--- config.mk ---
export PLATFORM = sky130hd
export DESIGN_NAME = comma_align_deser
export DESIGN_NICKNAME = d
export VERILOG_FILES = /design/src/rtl/deser_pkg.sv /design/src/rtl/deser_lane_mux.sv /design/src/rtl/deser_prefix_match.sv /design/src/rtl/deser_word_core.sv /design/src/rtl/comma_align_deser.sv
export SDC_FILE = /design/constraint.sdc
export NUM_CORES = 1
export LEC_CHECK = 0
export BUFFER_PORTS_ARGS = -buffer_cell sky130_fd_sc_hd__buf_2
export CORE_MARGIN = 2
export CORE_UTILIZATION = 49
export DETAILED_ROUTE_END_ITERATION = 8
export PLACE_DENSITY = 0.72
export SYNTH_ARGS = -nofsm -noshare
export SYNTH_HDL_FRONTEND = slang
export SYNTH_SLANG_ARGS = --single-unit
--- constraint.sdc ---
create_clock -name clk_i -period 2.8 [get_ports clk_i]
set_input_delay 0.42 -clock clk_i [delete_from_list [all_inputs] [get_ports clk_i]]
set_output_delay 0.42 -clock clk_i [all_outputs]
set_load 0.02 [all_outputs]
--- src/rtl/deser_pkg.sv ---
package deser_pkg;

    localparam int unsigned DFLT_WORD_W   = 10;
    localparam int unsigned DFLT_PREFIX_W = 7;

    typedef enum logic {
        LANE_LINE = 1'b0,
        LANE_LOOP = 1'b1
    } lane_sel_e;

endpackage

--- src/rtl/deser_lane_mux.sv ---
module deser_lane_mux
    import deser_pkg::*;
(
    input  logic rx_ser_i,
    input  logic tx_ser_i,
    input  logic loop_sel_i,
    output logic bit_o,
    output logic tx_ser_o
);

    lane_sel_e lane;

    always_comb begin
        lane = lane_sel_e'(loop_sel_i);
        unique case (lane)
            LANE_LOOP: begin
                bit_o    = tx_ser_i;
                tx_ser_o = 1'b1;
            end
            default: begin
                bit_o    = rx_ser_i;
                tx_ser_o = tx_ser_i;
            end
        endcase
    end

endmodule

--- src/rtl/deser_prefix_match.sv ---
module deser_prefix_match #(
    parameter int unsigned             PREFIX_W = 7,
    parameter logic [PREFIX_W-1:0]     PREFIX   = 7'b1111100
) (
    input  logic [PREFIX_W-1:0] win_i,
    output logic                hit_o
);

    logic [PREFIX_W-1:0] eq;

    for (genvar i = 0; i < PREFIX_W; i++) begin : g_bit
        assign eq[i] = ~(win_i[i] ^ PREFIX[i]);
    end

    assign hit_o = &eq;

endmodule

--- src/rtl/deser_word_core.sv ---
module deser_word_core #(
    parameter int unsigned WORD_W = 10,
    localparam int unsigned CNT_W = $clog2(WORD_W)
) (
    input  logic              clk_i,
    input  logic              rst_i,
    input  logic              bit_i,
    input  logic              align_en_i,
    input  logic              hit_i,
    output logic [WORD_W-1:0] win_o,
    output logic [WORD_W-1:0] word_o,
    output logic              wclk_o,
    output logic              wclk_n_o,
    output logic              comma_o
);

    localparam logic [CNT_W-1:0] LAST_BIT = CNT_W'(WORD_W - 1);

    typedef struct packed {
        logic [WORD_W-1:0] shreg;
        logic [CNT_W-1:0]  cnt;
        logic [WORD_W-1:0] word;
        logic              wclk;
        logic              wclkn;
        logic              flag;
    } state_t;

    state_t st_q, st_d;
    logic   realign;
    logic   boundary;

    assign win_o = {bit_i, st_q.shreg[WORD_W-1:1]};

    always_comb begin
        st_d     = st_q;
        realign  = align_en_i && hit_i;
        boundary = (st_q.cnt == LAST_BIT);

        st_d.shreg = win_o;

        if (boundary || realign) begin
            st_d.cnt   = '0;
            st_d.word  = win_o;
            st_d.wclk  = ~st_q.wclk;
            st_d.wclkn = st_q.wclk;
            st_d.flag  = realign && st_q.wclk;
        end else begin
            st_d.cnt   = st_q.cnt + 1'b1;
            st_d.flag  = st_q.flag && align_en_i;
        end
    end

    always_ff @(posedge clk_i) begin
        if (rst_i) begin
            st_q <= '0;
        end else begin
            st_q <= st_d;
        end
    end

    assign word_o   = st_q.word;
    assign wclk_o   = st_q.wclk;
    assign wclk_n_o = st_q.wclkn;
    assign comma_o  = st_q.flag;

endmodule

--- src/rtl/comma_align_deser.sv ---
module comma_align_deser
    import deser_pkg::*;
#(
    parameter int unsigned         WORD_W   = DFLT_WORD_W,
    parameter int unsigned         PREFIX_W = DFLT_PREFIX_W,
    parameter logic [PREFIX_W-1:0] PREFIX   = 7'b1111100
) (
    input  logic              clk_i,
    input  logic              rst_i,
    input  logic              rx_ser_i,
    input  logic              tx_ser_i,
    input  logic              loop_sel_i,
    input  logic              align_en_i,
    output logic              tx_ser_o,
    output logic [WORD_W-1:0] word_o,
    output logic              wclk_o,
    output logic              wclk_n_o,
    output logic              comma_o
);

    logic              rx_bit;
    logic              hit;
    logic [WORD_W-1:0] win;

    deser_lane_mux lane_i (
        .rx_ser_i   (rx_ser_i),
        .tx_ser_i   (tx_ser_i),
        .loop_sel_i (loop_sel_i),
        .bit_o      (rx_bit),
        .tx_ser_o   (tx_ser_o)
    );

    deser_prefix_match #(
        .PREFIX_W (PREFIX_W),
        .PREFIX   (PREFIX)
    ) match_i (
        .win_i (win[PREFIX_W-1:0]),
        .hit_o (hit)
    );

    deser_word_core #(
        .WORD_W (WORD_W)
    ) core_i (
        .clk_i      (clk_i),
        .rst_i      (rst_i),
        .bit_i      (rx_bit),
        .align_en_i (align_en_i),
        .hit_i      (hit),
        .win_o      (win),
        .word_o     (word_o),
        .wclk_o     (wclk_o),
        .wclk_n_o   (wclk_n_o),
        .comma_o    (comma_o)
    );

endmodule

==> impl_metrics.yaml, run 1 <==
status:
  status: "completed"
setup_path:
  required_ns: 3.01
  start_kind: "flip-flop"
  crit_type: "flip-flop to flip-flop"
  cp_max_fo: 8
  arrival_ns: 1.83
  cp-end-kind: "flip-flop"
pwr:
  peakVddDrop_v: 0.000385
  net-switching-power_uw: 120
  power.leakage_uw: 0.000492
  seqPwrFrac: 0.584
  p_clk_frac: 0.378
  p_sw_frac: 0.184
  internal_power_uw: 532
  power_frac_comb: 0.038
  p_per_area_nw_per_um2: 566
cts:
  clockBufferDepth: 2
  cts_buffers: 3
  ctsResizeCount: 0
  h-tree-depth: 1
  path_clk_slew_ns: 0.13
  clock_sinks: 26
  cts_root_buf: "clkbuf_4"
  cts_setup_buffers: 0
  cts_tree: "done"
  clk_latency_ns: 0.31
  ctsHoldBuffers: 0
timing:
  clock.fmax_mhz: 616
  fin_ws_ns: 1.18
  worst_pin_slew_ns: 0.451
  period_needed_ns: 1.62
  finalCritPeriodShare: 0.580
  drv_slew: 0
  relSlewSlack: 0.697
  setup-tns-final_ns: 0
  rsz0062_at_grt: "no"
  skew_ns: 0.00517
  finalHoldViolCount: 0
  finalSetupViolCount: 0
die:
  die-area_um2: 2540
  coreArea_um2: 2000
  die_x_um: 50.4
  ios: 20
  num_rows: 16
  die_h_um: 50.4
  initial_core_util: 0.526
global_route:
  grt_start_max_net_pins: 28
  overflow: 0
  grtUsageTotal: 0.144
  antenna_found_initial: 0
  grt_pass1_wl_um: 2790
  first_global_vias: 640
yosys:
  synth_cell_type_count: 29
  synth_seq_area_share: 0.494
  avgSynthCellArea_um2: 10.9
  synth_nets: 105
  syn_area_um2: 1050
  synth.ff_latch_count: 26
  yosys_warnings: 0
  synthCells: 97
placement:
  hpwl_um: 1200
  placedCellCount: 131
  io_buffers: 19
  gp_congestion: 0.723
  dp_slack_ns: 1.19
routing:
  vias: 671
  antenna_left: 0
  detail_route.wl_per_cell_um: 11.7
  drc: 0
  routed_wirelength_um: 1580
  vias_per_cell: 4.97
  dr.first_iter.drc_count: 10
  drt-pass1-iter-count: 5
worst_hold_path:
  hp-class: "input pin to flip-flop"
layout:
  nets: 117
  final_cell_mix: "dfxtp_1, buf_2, nor2b_1"
  final_common_cell: "dfxtp_1"
  fillers: 177
  diodes: 0
  area_growth_pct: 9.26
  final_cells: 135
  drive_gt1_frac: 0.315
job:
  drv_cap: 0
==> cell families (layout without fill, tap and decap cells) <==
group                    count (synthesis)  after routing  share of synthesized area
AO/OA/AOI/OAI                           10             10                     0.0712
buffers and inverters                   13             24                     0.0831
XOR/XNOR                                 2              2                     0.0166
multiplexers                            10             10                      0.103
flip-flops                              26             26                      0.494
adder cells (fa/ha/maj)                  2              2                     0.0237
AND/OR/NAND/NOR                         34             34                      0.208
==> cells in the mapped netlist (all sizes together) <==
master	count	share of area
a211oi	2	0.014
nand4bb	1	0.011
nor2	1	0.0036
and3b	1	0.0083
a21oi	4	0.030
buf	11	0.076
ha	2	0.024
o211ai	2	0.014
nand3b	1	0.0071
nor3	4	0.019
mux2	7	0.075
nand2	2	0.0071
xor2	1	0.0083
nand3	2	0.0095
dfxtp	26	0.49
or2	2	0.012
xnor2	1	0.0083
and4	1	0.0083
nor2b	15	0.089
and4bb	1	0.015
inv	1	0.0036
o21ai	1	0.0047
o2111ai	1	0.0083
nand4	1	0.0059
clkbuf	1	0.0036
mux2i	3	0.029
nand2b	2	0.012
==> registers in the layout, indices dropped and copies added, names as in the netlist <==
signal and count:
core_i.wclk_n_o 1, core_i.word_o 10, core_i.wclk_o 1, core_i.st_q 4, core_i.win_o 9, core_i.comma_o 1
==> per-layer routing <==
layer	routed length [um]	vias up	global-route usage
li1	-	346	-
met1	735	306	0.165
met2	756	17	0.250
met3	78	2	0.0565
met4	10	0	0.0360
met5	0	-	0
==> power by group through the flow <==
stage               clock, uW  combinational (uW)  sequential (uW)
floorplan                   0                16.4              388
global placement            0                23.9              389
detailed placement          0                25.3              389
CTS                       254                25.4              381
global route              273                28.0              382
finish                    246                25.0              381
==> path summary, 6_finish.rpt <==
kind	cells past startpoint	end	start	slack, ns
worst max-delay path	5	core_i.word_o[2]	core_i.st_q[14]	1.18
worst min-delay path	3	core_i.win_o[8]	rx_ser_i	0.40
worst max register to register	5	core_i.word_o[2]	core_i.st_q[14]	1.18
worst min register to register	1	core_i.win_o[7]	core_i.win_o[8]	0.47
==> through the flow <==
step / total power (uW) / hold slack (ns) / utilization / area (um2)
finish: 652 / 0.397 / 0.575 / 1150
global route: 683 / 0.412 / 0.575 / 1150
CTS: 660 / 0.403 / 0.575 / 1150
detailed placement: 414 / 0.460 / 0.549 / 1100
global placement: 413 / 0.453 / 0.549 / 1100
floorplan: 404 / 0.440 / - / 1050
==> critical path, cell delays in order, from the launching register on <==
cell and delay [ns]:
dfxtp_1 0.38, inv_1 0.05, ha_1 0.18, and3b_1 0.24
a21oi_4 0.29, mux2_2 0.38
==> layout make-up <==
type,count,area [um2],share of cell area
repair buffers,19,95.1,0.0826
multi-input cells,58,445,0.387
clock inverters,1,30.0,0.0261
flip-flops and latches,26,520,0.452
well taps,27,33.8,0.0293
clock buffers,3,22.5,0.0196
inverters,1,3.75,0.00326
No activity file was read; power rests on OpenSTA's default activity.
==> inputs of run 2 (changes only) <==
==> constraint.sdc (replaced) <==
create_clock -name clk_i -period 1.59 [get_ports clk_i]
set_input_delay 0.2385 -clock clk_i [delete_from_list [all_inputs] [get_ports clk_i]]
set_output_delay 0.2385 -clock clk_i [all_outputs]
set_load 0.02 [all_outputs]
==> impl_metrics.yaml, run 2 (synthesized netlist as in run 1, its figures left out) <==
cts:
  clockBufferDepth: 2
  path_clk_slew_ns: 0.13
  cts_buffers: 3
  cts_root_buf: "clkbuf_4"
  clk_latency_ns: 0.31
  clock_sinks: 26
  h-tree-depth: 1
  cts_tree: "done"
layout:
  area_growth_pct: 9.98
  fillers: 188
  final_core_util: 0.579
  nets: 120
  largest_register_ffs: 10
  final_area_um2: 1160
  drive_gt1_frac: 0.342
  final_cells: 138
  register_area_um2: 522
  final_common_cell: "dfxtp_1"
  diodes: 0
  final_cell_mix: "dfxtp_1, buf_2, nor2b_1"
  multi_input_area_um2: 445
timing:
  rsz0062_at_grt: "yes"
  finalSetupViolCount: 0
  finalCritPeriodShare: 0.959
  relSlewSlack: 0.695
  timing.hold.ws_ns: 0.205
  worst_pin_slew_ns: 0.454
  skew_ns: 0.000771
  period_needed_ns: 1.53
  clock.fmax_mhz: 656
  drv_slew: 0
  finalHoldViolCount: 0
global_route:
  grtUsageTotal: 0.139
  first_global_vias: 613
  grt_start_max_net_pins: 28
  antenna_found_initial: 0
  overflow: 0
  grt_pass1_wl_um: 2700
setup_path:
  r2r_start: "core_i.st_q[14]"
  timing.rr.end: "core_i.word_o[8]"
  cp_max_fo: 8
  path_cells: "inv_1 > ha_1 > and3b_1 > a21oi_4 > mux2_2"
  reg2reg_depth: 5
  start_kind: "flip-flop"
  cp_slowest_cell: "mux2_2"
  required_ns: 1.80
  crit_family: "multiplexers"
  critPathMaxStageDelay_ns: 0.37
  path_buf_inv: 1
  reg2reg_slack_ns: 0.06
  cp-end-kind: "flip-flop"
  crit_type: "flip-flop to flip-flop"
  arrival_ns: 1.74
die:
  num_rows: 16
  die_h_um: 50.4
  initial_core_util: 0.526
  die-area_um2: 2540
  ios: 20
  die_x_um: 50.4
  coreArea_um2: 2000
status:
  status: "completed"
routing:
  routed_wirelength_um: 1540
  antenna_left: 0
  vias: 681
  drc: 0
  detail_route.wl_per_cell_um: 11.1
  dr.first_iter.drc_count: 7
  drt-pass1-iter-count: 4
  vias_per_cell: 4.93
worst_hold_path:
  hp-class: "input pin to flip-flop"
  hp-start: "rx_ser_i"
  hold_end: "core_i.win_o[8]"
  worstHoldPathCells: 3
pwr:
  power.leakage_uw: 0.000500
  p_clk_frac: 0.306
  seqPwrFrac: 0.649
  p_per_area_nw_per_um2: 892
  power_frac_comb: 0.045
  finalPower_uw: 1030
  peakVddDrop_v: 0.000763
  p_sw_frac: 0.201
  internal_power_uw: 826
  net-switching-power_uw: 207
placement:
  place_area_um2: 1110
  gp_congestion: 0.686
  placedCellCount: 132
  io_buffers: 19
  hpwl_um: 1150
job:
  drv_cap: 0
run 2: changes by cell type in the layout (fill, tap and decap cells not counted), sizes merged:
| cell | change |
|---|---|
| bufinv | -1 |
| clkbuf | +1 |
| buf | +3 |
run 2: power by group through the flow:
stage | sequential, uW | clock [uW] | combinational (uW)
final | 670 | 316 | 46.9
after global routing | 673 | 356 | 53.9
after CTS | 670 | 327 | 43.5
after detailed placement | 685 | 0 | 43.3
after global placement | 684 | 0 | 42.5
after floorplan | 683 | 0 | 28.9
run 2: timing repair:
action                                  in CTS  in global routing
hold buffers                                 0                  0
setup buffers                                0                  2
gates resized for setup                      0                  1
endpoints found under the setup margin       0                  7
run 2: how the worst max path moves through the flow:
stage	startpoint	endpoint	slack (ns)	cells past startpoint
4_1_cts	core_i.st_q[14]	core_i.word_o[2]	0.02	5
2_1_floorplan	core_i.st_q[14]	core_i.word_o[2]	0.13	5
3_5_place_dp	core_i.st_q[14]	core_i.word_o[7]	0.04	5
6_report	core_i.st_q[14]	core_i.word_o[8]	0.06	5
3_3_place_gp	core_i.st_q[14]	core_i.word_o[8]	0.06	5
5_1_grt	core_i.st_q[14]	core_i.word_o[8]	-0.05	5
run 2: cell type report:
type / count / area share
Clock buffer: 4 / 0.0313
Sequential cell: 26 / 0.450
Timing Repair Buffer: 22 / 0.102
Tap cell: 27 / 0.0292
Inverter: 1 / 0.00324
Multi-Input combinational cell: 58 / 0.384
run 2: worst register-to-register path: stages (launching register included):
cell and delay (ns):
dfxtp_2 0.36, inv_1 0.04, ha_1 0.18, and3b_1 0.22, a21oi_4 0.26, mux2_2 0.37
run 2: metal layers:
metal,wire (um),share of wire,GRT usage,vias to the layer above
li1,-,-,-,354
met1,679,0.44,0.177,310
met2,765,0.50,0.228,17
met3,93,0.060,0.0565,0
met4,0,0,0.0135,0
met5,0,0,0,-
run 2: metrics by stage:
step / setup TNS [ns] / setup slack (ns)
floorplan: 0 / 0.126
global placement: 0 / 0.0606
detailed placement: 0 / 0.0400
CTS: 0 / 0.0162
finish: 0 / 0.0649
global route: -0.255 / -0.0456
==> inputs of run 3 (changes only) <==
--- a/config.mk
+++ b/config.mk
@@ -9,7 +9,7 @@
 export CORE_MARGIN = 2
 export CORE_UTILIZATION = 49
 export DETAILED_ROUTE_END_ITERATION = 8
-export PLACE_DENSITY = 0.72
+export PLACE_DENSITY = 0.7
 export SYNTH_ARGS = -nofsm -noshare
 export SYNTH_HDL_FRONTEND = slang
 export SYNTH_SLANG_ARGS = --single-unit
==> constraint.sdc (replaced) <==
create_clock -name clk_i -period 1.59 [get_ports clk_i]
set_input_delay 0.2385 -clock clk_i [delete_from_list [all_inputs] [get_ports clk_i]]
set_output_delay 0.2385 -clock clk_i [all_outputs]
set_load 0.05 [all_outputs]
==> impl_metrics.yaml, run 3 (synthesized netlist as in run 1, its figures left out) <==
status:
  status: "completed"
die:
  die_x_um: 50.4
  ios: 20
  num_rows: 16
  initial_core_util: 0.526
  die-area_um2: 2540
  coreArea_um2: 2000
  die_h_um: 50.4
setup_path:
  crit_type: "flip-flop to flip-flop"
  path_cells: "inv_1 > ha_1 > and3b_1 > a21oi_4 > mux2_2"
  required_ns: 1.81
  cp_max_fo: 8
  start_kind: "flip-flop"
  critPathMaxStageDelay_ns: 0.38
  cp-end-kind: "flip-flop"
  arrival_ns: 1.76
  cp_slowest_cell: "mux2_2"
timing:
  worst_pin_slew_ns: 0.480
  skew_ns: 0.00273
  finalHoldViolCount: 0
  rsz0062_at_grt: "yes"
  relSlewSlack: 0.678
  period_needed_ns: 1.54
  finalCritPeriodShare: 0.970
  timing.hold.ws_ns: 0.183
  drv_slew: 0
  clock.fmax_mhz: 649
  finalSetupViolCount: 0
global_route:
  grt_pass1_wl_um: 3000
  grt_start_max_net_pins: 28
  antenna_found_initial: 0
  first_global_vias: 700
  overflow: 0
  grtUsageTotal: 0.155
routing:
  vias_per_cell: 5.02
  routed_wirelength_um: 1690
  detail_route.wl_per_cell_um: 12.2
  vias: 693
  antenna_left: 0
  drc: 0
  dr.first_iter.drc_count: 7
  drt-pass1-iter-count: 4
cts:
  cts_root_buf: "clkbuf_4"
  clk_latency_ns: 0.31
  clock_sinks: 26
  clockBufferDepth: 2
  path_clk_slew_ns: 0.14
  ctsHoldBuffers: 0
  cts_buffers: 3
  h-tree-depth: 1
  cts_tree: "done"
layout:
  area_growth_pct: 11.5
  drive_gt1_frac: 0.342
  multi_input_area_um2: 445
  diodes: 0
  nets: 120
  fillers: 184
  final_common_cell: "dfxtp_1"
  register_area_um2: 522
  largest_register_ffs: 10
  final_cell_mix: "dfxtp_1, buf_2, nor2b_1"
pwr:
  power.leakage_uw: 0.000507
  p_per_area_nw_per_um2: 992
  peakVddDrop_v: 0.000586
  finalPower_uw: 1160
placement:
  gp_congestion: 0.679
  io_buffers: 19
  hpwl_um: 1260
job:
  drv_cap: 0
worst_hold_path:
  hp-class: "input pin to flip-flop"
run 3: where the power goes:
part	internal, uW	switching [uW]
clock network	255	189
logic	21.5	29.1
registers	664	7.16
run 3: layout make-up:
class,count,area share
clock inverters,1,0.0256
clock buffers,3,0.0192
inverters,1,0.00319
multi-input cells,58,0.379
flip-flops and latches,26,0.444
well taps,27,0.0288
repair buffers,22,0.100
run 3: path summary, 6_finish.rpt:
kind	slack, ns	depth (start not counted)	startpoint	end
max	0.05	5	core_i.st_q[14]	core_i.word_o[5]
min	0.18	3	rx_ser_i	core_i.win_o[8]
max reg2reg	0.05	5	core_i.st_q[14]	core_i.word_o[5]
min reg2reg	0.48	1	core_i.win_o[7]	core_i.win_o[6]
run 3: critical path: cells and delay by family, from the launching register on:
| family | cells | cell delay, ns |
|---|---|---|
| flip-flops | 1 | 0.37 |
| AND/OR/NAND/NOR | 1 | 0.21 |
| buffers and inverters | 1 | 0.05 |
| multiplexers | 1 | 0.38 |
| AO/OA/AOI/OAI | 1 | 0.26 |
| adder cells (fa/ha/maj) | 1 | 0.18 |
run 3: through the flow:
step | worst slack [ns] | setup TNS [ns] | cells | cell area (um2) | utilization
final | 0.0484 | 0 | 138 | 1170 | 0.587
after detailed placement | -0.00395 | -0.00395 | 133 | 1110 | 0.556
after floorplan | 0.126 | 0 | 97 | 1050 | -
after global placement | 0.0662 | 0 | 133 | 1110 | 0.556
after global routing | -0.0127 | -0.0160 | 138 | 1170 | 0.587
after CTS | 0.0243 | 0 | 138 | 1170 | 0.587
run 3: per-layer routing:
| layer | share of wire | global-route usage | vias up | wire (um) |
|---|---|---|---|---|
| met4 | 0 | 0.0541 | 0 | 0 |
| li1 | - | - | 355 | - |
| met3 | 0.040 | 0.0327 | 0 | 68 |
| met5 | 0 | 0 | - | 0 |
| met1 | 0.46 | 0.192 | 327 | 773 |
| met2 | 0.50 | 0.265 | 11 | 844 |
run 3: what timing repair did:
action | CTS | global route
buffers inserted | 1 | 0
resized for setup | 1 | 0
setup endpoints to repair | 2 | 2
